### config.mk
export PLATFORM = sky130hd
export DESIGN_NAME = opnd_addr_unit
export DESIGN_NICKNAME = d
export VERILOG_FILES = /design/src/rtl/oau_pkg.sv /design/src/rtl/oau_ea_calc.sv /design/src/rtl/oau_seq.sv /design/src/rtl/opnd_addr_unit.sv
export SDC_FILE = /design/constraint.sdc
export NUM_CORES = 1
export LEC_CHECK = 0
export ABC_AREA = 1
export ABC_CLOCK_PERIOD_IN_PS = 8000
export BUFFER_PORTS_ARGS = -buffer_cell sky130_fd_sc_hd__buf_2
export CAP_MARGIN = 5
export CORE_MARGIN = 5
export CORE_UTILIZATION = 60
export CTS_CLUSTER_DIAMETER = 100
export DETAILED_ROUTE_END_ITERATION = 10
export HOLD_SLACK_MARGIN = 0.05
export PLACE_DENSITY_LB_ADDON = 0.1
export SYNTH_ARGS = -nofsm -noshare
export SYNTH_HDL_FRONTEND = slang
export SYNTH_SLANG_ARGS = --single-unit
### constraint.sdc
create_clock -name clk -period 8 [get_ports clk]
set_input_delay 1.6 -clock clk [delete_from_list [all_inputs] [get_ports clk]]
set_output_delay 1.6 -clock clk [all_outputs]
set_load 0.02 [all_outputs]
### src/rtl/oau_pkg.sv
package oau_pkg;
  localparam logic [3:0] M_REG  = 4'd0;
  localparam logic [3:0] M_IMM  = 4'd1;
  localparam logic [3:0] M_RIND = 4'd2;
  localparam logic [3:0] M_DISP = 4'd3;
  localparam logic [3:0] M_DIR  = 4'd4;
  localparam logic [3:0] M_IDX  = 4'd5;
  localparam logic [3:0] M_MIND = 4'd6;
  localparam logic [3:0] M_AINC = 4'd7;
  localparam logic [3:0] M_ADEC = 4'd8;
  localparam logic [3:0] M_SCL  = 4'd9;

  typedef enum logic [2:0] {
    S_IDLE, S_RD1, S_WT1, S_RD2, S_WT2, S_FIN
  } seq_st_e;

  // number of memory reads a mode needs
  function automatic logic [1:0] mem_reads(input logic [3:0] m);
    case (m)
      M_RIND, M_DISP, M_DIR, M_IDX, M_AINC, M_ADEC, M_SCL: mem_reads = 2'd1;
      M_MIND:                                              mem_reads = 2'd2;
      default:                                             mem_reads = 2'd0;
    endcase
  endfunction
endpackage

### src/rtl/oau_ea_calc.sv
module oau_ea_calc import oau_pkg::*; #(
  parameter int DW = 32
) (
  input  logic [3:0]    mode,
  input  logic [1:0]    size,
  input  logic [DW-1:0] base,
  input  logic [DW-1:0] idx,
  input  logic [15:0]   field,
  output logic [DW-1:0] ea,
  output logic [DW-1:0] imm_val,
  output logic [DW-1:0] wb_val,
  output logic          wb_en
);
  function automatic logic [DW-1:0] sext16(input logic [15:0] f);
    sext16 = {{(DW-16){f[15]}}, f};
  endfunction

  function automatic logic [DW-1:0] step_of(input logic [1:0] s);
    step_of = DW'(1) << s;
  endfunction

  function automatic logic [DW-1:0] scaled(input logic [DW-1:0] v, input logic [1:0] s);
    scaled = v << s;
  endfunction

  logic [DW-1:0] disp, step;
  assign disp    = sext16(field);
  assign step    = step_of(size);
  assign imm_val = disp;

  always_comb begin
    case (mode)
      M_RIND, M_MIND, M_AINC: ea = base;
      M_DISP:                 ea = base + disp;
      M_DIR:                  ea = disp;
      M_IDX:                  ea = base + idx;
      M_ADEC:                 ea = base - step;
      M_SCL:                  ea = base + scaled(idx, size) + disp;
      default:                ea = '0;
    endcase
  end

  assign wb_en  = (mode == M_AINC) || (mode == M_ADEC);
  assign wb_val = (mode == M_ADEC) ? (base - step) : (base + step);
endmodule

### src/rtl/oau_seq.sv
module oau_seq import oau_pkg::*; (
  input  logic clk,
  input  logic rst_n,
  input  logic start,
  input  logic needs_mem,
  input  logic two_step,
  input  logic mem_valid,
  output logic mem_req,
  output logic first_phase,
  output logic busy,
  output logic first_ret,
  output logic any_ret,
  output logic fin
);
  seq_st_e st, st_nx;

  always_comb begin
    st_nx = st;
    case (st)
      S_IDLE: if (start) st_nx = needs_mem ? S_RD1 : S_FIN;
      S_RD1:  st_nx = S_WT1;
      S_WT1:  if (mem_valid) st_nx = two_step ? S_RD2 : S_FIN;
      S_RD2:  st_nx = S_WT2;
      S_WT2:  if (mem_valid) st_nx = S_FIN;
      S_FIN:  st_nx = S_IDLE;
      default: st_nx = S_IDLE;
    endcase
  end

  always_ff @(posedge clk) begin
    if (!rst_n) st <= S_IDLE;
    else        st <= st_nx;
  end

  assign mem_req     = (st == S_RD1) || (st == S_RD2);
  assign first_phase = (st == S_RD1);
  assign busy        = (st != S_IDLE);
  assign first_ret   = (st == S_WT1) && mem_valid;
  assign any_ret     = first_ret || ((st == S_WT2) && mem_valid);
  assign fin         = (st == S_FIN);
endmodule

### src/rtl/opnd_addr_unit.sv
module opnd_addr_unit import oau_pkg::*; #(
  parameter int DW = 32,
  parameter int RW = 3
) (
  input  logic          clk,
  input  logic          rst_n,
  input  logic          req_valid,
  input  logic [3:0]    req_mode,
  input  logic [1:0]    req_size,
  input  logic [RW-1:0] req_base,
  input  logic [RW-1:0] req_index,
  input  logic [15:0]   req_field,
  output logic          busy,
  output logic [RW-1:0] rf_raddr_a,
  input  logic [DW-1:0] rf_rdata_a,
  output logic [RW-1:0] rf_raddr_b,
  input  logic [DW-1:0] rf_rdata_b,
  output logic          rf_we,
  output logic [RW-1:0] rf_waddr,
  output logic [DW-1:0] rf_wdata,
  output logic          mem_req,
  output logic [DW-1:0] mem_addr,
  input  logic          mem_valid,
  input  logic [DW-1:0] mem_rdata,
  output logic          done,
  output logic [DW-1:0] operand,
  output logic [DW-1:0] eff_addr
);
  // named internal events, used by the checker
  logic start_evt, ret_evt, first_ret, fin, rd1_phase;
  logic needs_mem, two_step;

  logic [3:0]    cap_mode;
  logic [1:0]    cap_size;
  logic [RW-1:0] cap_rb;
  logic [DW-1:0] cap_base, cap_idx;
  logic [15:0]   cap_field;
  logic [DW-1:0] ptr_q, data_q;
  logic [DW-1:0] ea, imm_val, wb_val;
  logic          wb_en;

  assign rf_raddr_a = req_base;
  assign rf_raddr_b = req_index;
  assign start_evt  = req_valid && !busy;
  assign needs_mem  = (mem_reads(req_mode) != 2'd0);
  assign two_step   = (mem_reads(cap_mode) == 2'd2);

  always_ff @(posedge clk) begin
    if (!rst_n) begin
      cap_mode  <= M_REG;
      cap_size  <= '0;
      cap_rb    <= '0;
      cap_base  <= '0;
      cap_idx   <= '0;
      cap_field <= '0;
    end else if (start_evt) begin
      cap_mode  <= req_mode;
      cap_size  <= req_size;
      cap_rb    <= req_base;
      cap_base  <= rf_rdata_a;
      cap_idx   <= rf_rdata_b;
      cap_field <= req_field;
    end
  end

  always_ff @(posedge clk) begin
    if (!rst_n) begin
      ptr_q  <= '0;
      data_q <= '0;
    end else begin
      if (ret_evt)   data_q <= mem_rdata;
      if (first_ret) ptr_q  <= mem_rdata;
    end
  end

  oau_ea_calc #(.DW(DW)) u_calc (
    .mode    (cap_mode),
    .size    (cap_size),
    .base    (cap_base),
    .idx     (cap_idx),
    .field   (cap_field),
    .ea      (ea),
    .imm_val (imm_val),
    .wb_val  (wb_val),
    .wb_en   (wb_en)
  );

  oau_seq u_seq (
    .clk         (clk),
    .rst_n       (rst_n),
    .start       (start_evt),
    .needs_mem   (needs_mem),
    .two_step    (two_step),
    .mem_valid   (mem_valid),
    .mem_req     (mem_req),
    .first_phase (rd1_phase),
    .busy        (busy),
    .first_ret   (first_ret),
    .any_ret     (ret_evt),
    .fin         (fin)
  );

  assign mem_addr = rd1_phase ? ea : ptr_q;

  always_comb begin
    if (mem_reads(cap_mode) != 2'd0) operand = data_q;
    else if (cap_mode == M_IMM)      operand = imm_val;
    else                             operand = cap_base;
  end

  assign eff_addr = two_step ? ptr_q : ea;
  assign done     = fin;
  assign rf_we    = fin && wb_en;
  assign rf_waddr = cap_rb;
  assign rf_wdata = wb_val;
endmodule

# After elaboration in Yosys (flattened, before gate mapping)

Memory sizes are Yosys's and may differ from the RTL's. A register that Yosys moved wholly into a read port is not among the register bits.
Index checks and enable logic that the tools add are counted.

Flip-flop bits (word level): 156
Input port bits: 128
Logic and storage cells: 68
Memory bits (read-only): 96
Memories: 3
Output and inout port bits: 141

Add/subtract/negate cells: 6
Reduce and logical (&&, ||, !) cells: 14
Shift-type cells: 2
Multiplexer cells: 16
Equality and inequality tests: 18

Memories:

| name            | words | bits a word | read ports | clocked after Yosys merged registers in | wr ports | line          | text |
|---|---|---|---|---|---|---|---|
| (no name shown) | 16    | 2           | 1          | 1                                       | 0        | oau_pkg.sv:19 | `case (m)` |
| (no name shown) | 16    | 2           | 1          | 1                                       | 0        | oau_pkg.sv:19 |  |
| (no name shown) | 16    | 2           | 1          | 0                                       | 0        | oau_pkg.sv:19 |  |

Operators with widths:

| operator               | number |
|---|---|
| $pmux W32 S6           | 1 |
| $add A32 B32 Y32       | 5 |
| $mux W32               | 5 |
| $shl A1 B2 Y32 const A | 1 |
| $shl A32 B2 Y32        | 1 |
| $sub A32 B32 Y32       | 1 |
| $eq A4 B3 Y1 const B   | 4 |
| $mux W4                | 4 |
| $mux W3                | 5 |
| $pmux W3 S5            | 1 |
| $eq A4 B2 Y1 const B   | 2 |
| $eq A4 B4 Y1 const B   | 2 |
| $eq A3 B2 Y1 const B   | 2 |
| $eq A3 B3 Y1 const B   | 2 |
| $ne A2 B2 Y1 const B   | 3 |
| $eq A4 B1 Y1 const B   | 1 |
| $logic_and A1 B1 Y1    | 4 |
| $reduce_bool A2 Y1     | 2 |
| $eq A3 B1 Y1 const B   | 1 |
| $logic_not A3 Y1       | 1 |
| $logic_or A1 B1 Y1     | 3 |
| $reduce_and A3 Y1      | 1 |
| $reduce_bool A3 Y1     | 1 |
| $reduce_or A3 Y1       | 1 |
| other kinds (2)        | 2 |

# Logic depth before layout (Yosys ltp)

Gate-level depths: netlist of the first run.

Word-level depth: 5
Depth in mapped cells: 21
Gate-level depth less buffers: 20

# Cells and area by module

A second synthesis of the first run with hierarchy kept.

Cells, all modules: 2,946
Area, all modules: 16,877.4 um2

By module, submodules not included:

| module         | instances | area each (um2) | sequential area each (um2) | cells each |
|---|---|---|---|---|
| oau_ea_calc    | 1         | 9,725.6         | 0.0                        | 1,911 |
| opnd_addr_unit | 1         | 6,900.4         | 3,103.0                    | 989 |
| oau_seq        | 1         | 251.5           | 60.1                       | 46 |

# Worst setup path after synthesis of the first run

No wires, ideal clock.

Kind: register to output
From: reg cap_size[0]
To: out eff_addr[10]
Cell stages (with the launch flop): 19
Arrival time: 3.186 ns
Data required time: 6.400 ns
Path slack: 3.214 ns
Buffers on the path: 3
Cells stage by stage: dfxtp_1 > buf_2 > clkbuf_1 > buf_1 > o21ai_0 > mux2i_1 > fa_1 > ha_1 > nand2_1 > inv_1 > nand2_1 > nand2_1 > inv_1 > nand3_1 > or2_2 > nand3_1 > nand4_1 > nand2_1 > o21ai_0

Cells in the longest elaborated chain, start to end: 5
Elaborated cells between the ends (all ways): 7
Classes of those cells: 3 x add/sub; 2 x shift; 2 x mux

RTL lines:

| item                          | line                  | text |
|---|---|---|
| from (decl)                   | opnd_addr_unit.sv:34  | `logic [1:0] cap_size;` |
| from (signal assigned)        | opnd_addr_unit.sv:58  | `cap_size <= req_size;` |
| $shl A32 B2 Y32               | oau_ea_calc.sv:23     | `scaled = v << s;` |
| $add A32 B32 Y32 (2 in a row) | oau_ea_calc.sv:38     | `M_SCL: ea = base + scaled(idx, size) + disp;` |
| $pmux W32 S6 *                | oau_ea_calc.sv:32     | `case (mode)` |
| $mux W32 *                    | opnd_addr_unit.sv:111 | `assign eff_addr = two_step ? ptr_q : ea;` |
| to (decl)                     | opnd_addr_unit.sv:27  | `output logic [DW-1:0] eff_addr` |

Every way passes the cells marked *; elsewhere a longest branch is shown, timed or not.

# Worst setup path after layout of the first run

From: reg cap_size[0]
To: out eff_addr[13]

Same word-level chain as after synthesis.

==> flow_metrics.env, run 1 <==
export IMPL_multi_input_area_mm2=0.0111
export IMPL_die_y_um=176
export IMPL_postCtsSetupRepairBufs=0
export IMPL_synth_top_area_share_pct=19.6
export IMPL_dpl_cell_area_mm2=0.0177
export IMPL_crit_slowest_cell="dfxtp_2"
export IMPL_insertion_delay_ns=0.45
export IMPL_reg2reg_to="data_q[15]"
export IMPL_cp_slowest_stage_delay_ns=1.04
export IMPL_wl_per_cell_um=19.7
export IMPL_syn_nets=3092
export IMPL_n_antenna_cell=0
export IMPL_vias=20200
export IMPL_fill_cells=2470
export IMPL_viasPerCell=5.98
export IMPL_seqPwrFrac_pct=18.5
export IMPL_place_gp_congestion=1.08
export IMPL_reg2reg_slack_ns=4.94
export IMPL_report_final_slew_viol_count=0
export IMPL_io_pins=269
export IMPL_syn_avg_cell_area_um2=5.75
export IMPL_fin_skew_ns=0.0189
export IMPL_fin_crit_ns=6.34
export IMPL_register_area_mm2=0.00316
export IMPL_setup_violations=0
export IMPL_synth_seq_cells=158
export IMPL_worstMarginPinSlew_ns=1.14
export IMPL_slew_headroom_pct=23.7
export IMPL_power_density_mw_per_mm2=433
export IMPL_hold_buffers=0
export IMPL_port_buffers=262
export IMPL_synthTopCellsByArea="nand2_1 20%, dfxtp_1 19%, o21ai_0 9.7%, inv_1 8.8%, nor2_1 7.3%"
export IMPL_hp_class="flop to flop"
export IMPL_path_max_fanout=63
export IMPL_cp_data_arrival_time_ns=4.74
export IMPL_drtAntennaViolNets=0
export IMPL_switchingPower_mw=4.76
export IMPL_grt_first_pass_wirelength_um=102000
export IMPL_yosysWarnings=0
export IMPL_drive_gt1_share_pct=13.0
export IMPL_tns_ns=0
export IMPL_ctsResizeCount=0
export IMPL_area_delta_synth_final_pct=11.1
export IMPL_dieArea_mm2=0.0308
export IMPL_pwr_share_clk_pct=10.9
export IMPL_reg2reg_from="u_seq.st[1]"
export IMPL_sw_frac_of_total_pct=60.2
export IMPL_syn_area_mm2=0.0164
export IMPL_grt_pass1_vias=18900
export IMPL_p_int_mw=3.14
export IMPL_crit_chain="o21ai_0, nor2_1, fa_1, ha_1, fa_1, nand3_1, nand3_1, nand3_1, nand3_1, o21ai_0, nand4_1, nand2_1, nand2_1, buf_2"
export IMPL_row_count=60
export IMPL_end_kind="output port"
export IMPL_dieWidth_um=176
export IMPL_worstHoldEndpoint="ptr_q[11]"
export IMPL_min_path_cells=2
export IMPL_path_buf_inv=1
export IMPL_synthCells=2859
export IMPL_required_ns=6.40
export IMPL_cts_sinks=158
export IMPL_h_tree_depth=4
export IMPL_cap_viol_max_count=0
export IMPL_hpwl_um=52900
export IMPL_hold_path_startpoint="ptr_q[11]"
export IMPL_peakVddDrop_mv=0.356
export IMPL_clock_root_buffer="clkbuf_16"
export IMPL_critPathTopFamily="simple AND/OR/NAND/NOR gates"
export IMPL_wl_um=66700
export IMPL_rsz0062_at_grt="no"
export IMPL_stdcell_area_mm2=0.0183
export IMPL_yosysTopAreaCell="nand2_1"
export IMPL_status="finished, final reports clean"
export IMPL_core_area_mm2=0.0270
export IMPL_cts_tree="built"
export IMPL_finalPower_mw=7.91
export IMPL_grt_max_degree=98
export IMPL_power_leakage_nw=9.78
export IMPL_clk_transition_reported_paths_ns=0.09
export IMPL_antenna_found_initial=0
export IMPL_synth_seq_area_share_pct=19.2
export IMPL_drc=0
export IMPL_cts_buffers_inserted=17
export IMPL_grt_remaining_overflow=0
export IMPL_rr_worst_depth=9
export IMPL_synth_cell_types=58
export IMPL_first_pass_iters=10
export IMPL_fmax_mhz=158
export IMPL_nets=3263
export IMPL_clockBufferDepth=2
export IMPL_cpMostUsedCell="nand3_1"
export IMPL_worst_setup_path_start_kind="flop"
export IMPL_comb_power_share_pct=70.7
export IMPL_first_iter_violations=2770
export IMPL_finalCritPeriodShare_pct=79.3
export IMPL_hold_viol_final=0
export IMPL_start_util_pct=61.0
export IMPL_critical_path_class="flop to output port"
export IMPL_grtUsageTotal_pct=41.6
==> kinds of logic after synthesis <==
| family | Yosys count | synth area share, % |
|---|---|---|
| buffers and inverters | 528 | 13.0 |
| adder cells (fa/ha/maj) | 105 | 9.59 |
| AND/OR/NAND/NOR | 1481 | 38.2 |
| AO/OA/AOI/OAI | 539 | 17.2 |
| multiplexers | 23 | 1.41 |
| XOR/XNOR | 25 | 1.33 |
| flip-flops | 158 | 19.2 |
==> power by group through the flow <==
| stage | logic (mW) | registers, mW | clock network, mW |
|---|---|---|---|
| final | 5.59 | 1.46 | 0.861 |
| after global routing | 6.10 | 1.47 | 0.888 |
| after CTS | 5.44 | 1.42 | 0.847 |
| after detailed placement | 5.39 | 1.44 | 0 |
| after global placement | 5.31 | 1.43 | 0 |
| after floorplan | 3.98 | 1.22 | 0 |
==> worst max path at each step <==
| stage | to | depth (start not counted) | start | slack (ns) |
|---|---|---|---|---|
| floorplan | eff_addr[10] | 18 | cap_size[0] | 3.21 |
| global placement | eff_addr[13] | 14 | cap_size[0] | 2.35 |
| detailed placement | eff_addr[13] | 14 | cap_size[0] | 2.27 |
| CTS | eff_addr[13] | 14 | cap_size[0] | 1.79 |
| global route | mem_addr[25] | 19 | cap_size[0] | 1.44 |
| finish | eff_addr[13] | 14 | cap_size[0] | 1.66 |
==> worst register-to-register path, cell delays in order (launching register included) <==
cell	delay (ns)
dfxtp_1	0.42
inv_2	0.06
nor2_1	0.13
nand2_1	0.10
nand2_1	0.06
inv_1	0.06
nor2_2	0.86
inv_1	0.81
nor2_1	0.37
nor2_1	0.08
==> cell type report <==
| cell class | count | share of cell area (%) |
|---|---|---|
| inverter | 404 | 8.34 |
| clock buffer | 17 | 2.33 |
| clock inverter | 15 | 0.891 |
| multi-input combinational | 2173 | 61.0 |
| sequential | 158 | 17.3 |
| tap | 341 | 2.34 |
| timing repair buffer | 276 | 7.77 |
==> stage by stage <==
| stage | util, % | instances | hold slack [ns] | worst slack [ns] |
|---|---|---|---|---|
| final | 67.8 | 3384 | 0.475 | 1.66 |
| after global routing | 67.8 | 3384 | 0.499 | 1.44 |
| after CTS | 67.8 | 3384 | 0.474 | 1.79 |
| after detailed placement | 65.6 | 3352 | 0.463 | 2.27 |
| after global placement | 65.6 | 3352 | 0.451 | 2.35 |
| after floorplan | - | 2859 | 0.440 | 3.21 |
==> sequential cells by signal, summed over array words and instances (netlist names), named ones only <==
| register | cells |
|---|---|
| ptr_q | 32 |
| cap_size | 2 |
| u_seq.st | 3 |
| cap_field | 16 |
| cap_mode | 4 |
| data_q | 32 |
| rf_waddr | 3 |
| cap_idx | 32 |
| cap_base | 32 |
==> synth_stat cells (all sizes together) <==
library cell and instances:
a211oi 1, a21boi 5, a21o 2, a21oi 164, a221oi 2, a22oi 3
a31oi 1, and2 6, and3 1, buf 59, clkbuf 65, clkinv 4
dfxtp 158, fa 35, ha 70, inv 400, mux2 1, mux2i 22
nand2 875, nand3 170, nand3b 17, nand4 26, nor2 342, nor3 30
nor3b 1, nor4 4, nor4b 1, o2111ai 5, o211ai 5, o21ai 334
o21bai 2, o22ai 11, o311ai 1, o31ai 3, or2 8, xnor2 4
xor2 21
==> layer usage <==
| layer | vias to the layer above | wire [µm] | track usage, % |
|---|---|---|---|
| met3 | 239 | 9140 | 11.4 |
| met2 | 1403 | 29000 | 65.6 |
| met4 | 0 | 3420 | 18.6 |
| li1 | 9439 | - | - |
| met5 | - | 0 | 0 |
| met1 | 9167 | 25200 | 53.4 |
==> cell usage in the layout, fill, tap and decap left out, types with 4 or more instances in the layout <==
cell type and count:
nand2_1 859, inv_1 384, o21ai_0 319, nor2_1 318
buf_2 261, a21oi_1 164, nand3_1 157, dfxtp_1 157
ha_1 70, fa_1 35, nor3_1 27, nand4_1 26
mux2i_1 22, xor2_1 21, clkbuf_16 17, nand3b_1 16
buf_4 15, inv_2 14, o21ai_1 14, nor2_4 13
nand2_2 12, nand3_2 12, nor2_2 11, o22ai_1 11
or2_2 7, and2_1 6, inv_8 6, a21boi_0 5
o2111ai_1 5, nand2_4 4, nor4_1 4, xnor2_1 4
(Power assumes the default switching activity.)
==> run 2: changes to the inputs <==
--- a/config.mk
+++ b/config.mk
@@ -6,11 +6,11 @@
 export NUM_CORES = 1
 export LEC_CHECK = 0
 export ABC_AREA = 1
-export ABC_CLOCK_PERIOD_IN_PS = 8000
+export ABC_CLOCK_PERIOD_IN_PS = 5550
 export BUFFER_PORTS_ARGS = -buffer_cell sky130_fd_sc_hd__buf_2
 export CAP_MARGIN = 5
 export CORE_MARGIN = 5
-export CORE_UTILIZATION = 60
+export CORE_UTILIZATION = 53
 export CTS_CLUSTER_DIAMETER = 100
 export DETAILED_ROUTE_END_ITERATION = 10
 export HOLD_SLACK_MARGIN = 0.05
==> constraint.sdc (replaced) <==
create_clock -name clk -period 5.55 [get_ports clk]
set_input_delay 1.11 -clock clk [delete_from_list [all_inputs] [get_ports clk]]
set_output_delay 1.11 -clock clk [all_outputs]
set_load 0.02 [all_outputs]
==> flow_metrics.env, run 2 (synthesis gave the netlist of run 1 again) <==
export IMPL_status="finished, final reports clean"
export IMPL_hold_buffers=0
export IMPL_wl_per_cell_um=19.8
export IMPL_cts_sinks=158
export IMPL_report_final_slew_viol_count=0
export IMPL_worst_setup_path_start_kind="flop"
export IMPL_fill_cells=3131
export IMPL_h_tree_depth=4
export IMPL_grt_max_degree=78
export IMPL_required_ns=4.44
export IMPL_cts_tree="built"
export IMPL_finalCritPeriodShare_pct=97.4
export IMPL_min_path_cells=2
export IMPL_dieArea_mm2=0.0347
export IMPL_fin_skew_ns=0.0188
export IMPL_io_pins=269
export IMPL_critPathTopFamily="simple AND/OR/NAND/NOR gates"
export IMPL_viasPerCell=5.75
export IMPL_power_density_mw_per_mm2=621
export IMPL_drtAntennaViolNets=0
export IMPL_clock_root_buffer="clkbuf_16"
export IMPL_first_iter_violations=2325
export IMPL_nets=3286
export IMPL_antenna_found_initial=2
export IMPL_drive_gt1_share_pct=13.8
export IMPL_cap_viol_max_count=0
export IMPL_fmax_mhz=185
export IMPL_insertion_delay_ns=0.47
export IMPL_layout_commonest_cell="nand2_1"
export IMPL_crit_slowest_cell="dfxtp_1"
export IMPL_mostFrequentLayoutCells="859 x nand2_1, 384 x inv_1, 318 x nor2_1"
export IMPL_port_buffers=262
export IMPL_fin_crit_ns=5.40
export IMPL_rsz0062_at_grt="yes"
export IMPL_row_count=64
export IMPL_vias=19900
export IMPL_start_util_pct=53.8
export IMPL_dieWidth_um=186
export IMPL_hpwl_um=55000
export IMPL_cpMostUsedCell="nand2_1"
export IMPL_cp_data_arrival_time_ns=4.29
export IMPL_end_kind="output port"
export IMPL_crit_chain="buf_4, fa_1, ha_1, nand2_1, inv_1, nand2_1, nor3_4, and2_1, nand2_1, nand3_1, nand3_1, nand3_1, nand2_1, nand2_1, buf_2"
export IMPL_critical_path_class="flop to output port"
export IMPL_hp_class="flop to flop"
export IMPL_area_delta_synth_final_pct=12.7
export IMPL_drc=0
export IMPL_peakVddDrop_mv=0.406
export IMPL_core_area_mm2=0.0306
export IMPL_clockBufferDepth=2
export IMPL_dp_cells=3429
export IMPL_grtUsageTotal_pct=38.8
export IMPL_cts_buffers_inserted=17
export IMPL_final_cells=3463
export IMPL_slew_headroom_pct=27.2
export IMPL_finalPower_mw=11.5
export IMPL_cp_slowest_stage_delay_ns=0.75
export IMPL_hold_viol_final=0
export IMPL_rr_worst_depth=7
export IMPL_worstMarginPinSlew_ns=1.09
export IMPL_grt_pass1_vias=18800
export IMPL_place_gp_congestion=1.03
export IMPL_setup_violations=0
export IMPL_register_area_mm2=0.00317
export IMPL_wl_um=68600
export IMPL_multi_input_area_mm2=0.0112
export IMPL_die_y_um=186
export IMPL_grt_first_pass_wirelength_um=104000
export IMPL_grt_remaining_overflow=0
export IMPL_cp_depth=15
export IMPL_power_leakage_nw=9.93
export IMPL_clk_transition_reported_paths_ns=0.07
export IMPL_path_max_fanout=13
export IMPL_first_pass_iters=7
export IMPL_path_buf_inv=3
## run 2: cell count changes in the layout (fill, tap and decap cells not counted), sizes merged
cell	delta
clkbuf	+1
buf	+23
diode	+1
bufinv	+1
clkinv	-2
## run 2: cell type report
cell class,instances,area share (%)
antenna,1,0.0135
clock buffer,18,2.37
clock inverter,14,0.776
inverter,404,8.22
multi-input combinational,2173,60.2
sequential,158,17.1
tap,396,2.67
timing repair buffer,299,8.63
## run 2: path summary, 6_finish.rpt
kind / start / endpoint / slack (ns)
max: cap_field[15] / mem_addr[29] / 0.15
min: ptr_q[9] / ptr_q[9] / 0.47
max reg2reg: u_seq.st[1] / cap_size[0] / 2.72
min reg2reg: ptr_q[9] / ptr_q[9] / 0.47
## run 2: power by group
part	total [mW]	switching [mW]	leakage (nW)	internal [mW]
clock network	1.24	0.594	0.286	0.647
logic	8.26	5.73	8.34	2.53
registers	2.01	0.547	1.30	1.46
total	11.5	6.87	9.93	4.64
## run 2: metal layers
metal / track usage, % / routed length, µm
met3: 9.08 / 8740
met1: 51.4 / 26800
met5: 0 / 25
met4: 15.3 / 3040
met2: 61.5 / 30000
## run 2: tightest hold or removal path: stages (launching register included)
cell     delay (ns)
dfxtp_1        0.30
inv_1          0.07
a21oi_1        0.06
## run 2: repair_timing
action / in CTS / in global routing
pin swaps: 0 / 0
resized for setup: 4 / 8
setup buffers: 0 / 1
setup endpoints to repair: 6 / 27
## run 2: stage by stage
| step | area, µm² | TNS [ns] | setup WS (ns) | utilization, % | hold WS (ns) |
|---|---|---|---|---|---|
| after floorplan | 16400 | 0 | 1.25 | - | 0.440 |
| after global placement | 17900 | 0 | 0.202 | 58.6 | 0.453 |
| after detailed placement | 17900 | 0 | 0.206 | 58.6 | 0.460 |
| after CTS | 18500 | 0 | 0.0410 | 60.5 | 0.471 |
| after global routing | 18500 | -0.0874 | -0.0323 | 60.6 | 0.510 |
| final | 18500 | 0 | 0.145 | 60.6 | 0.469 |
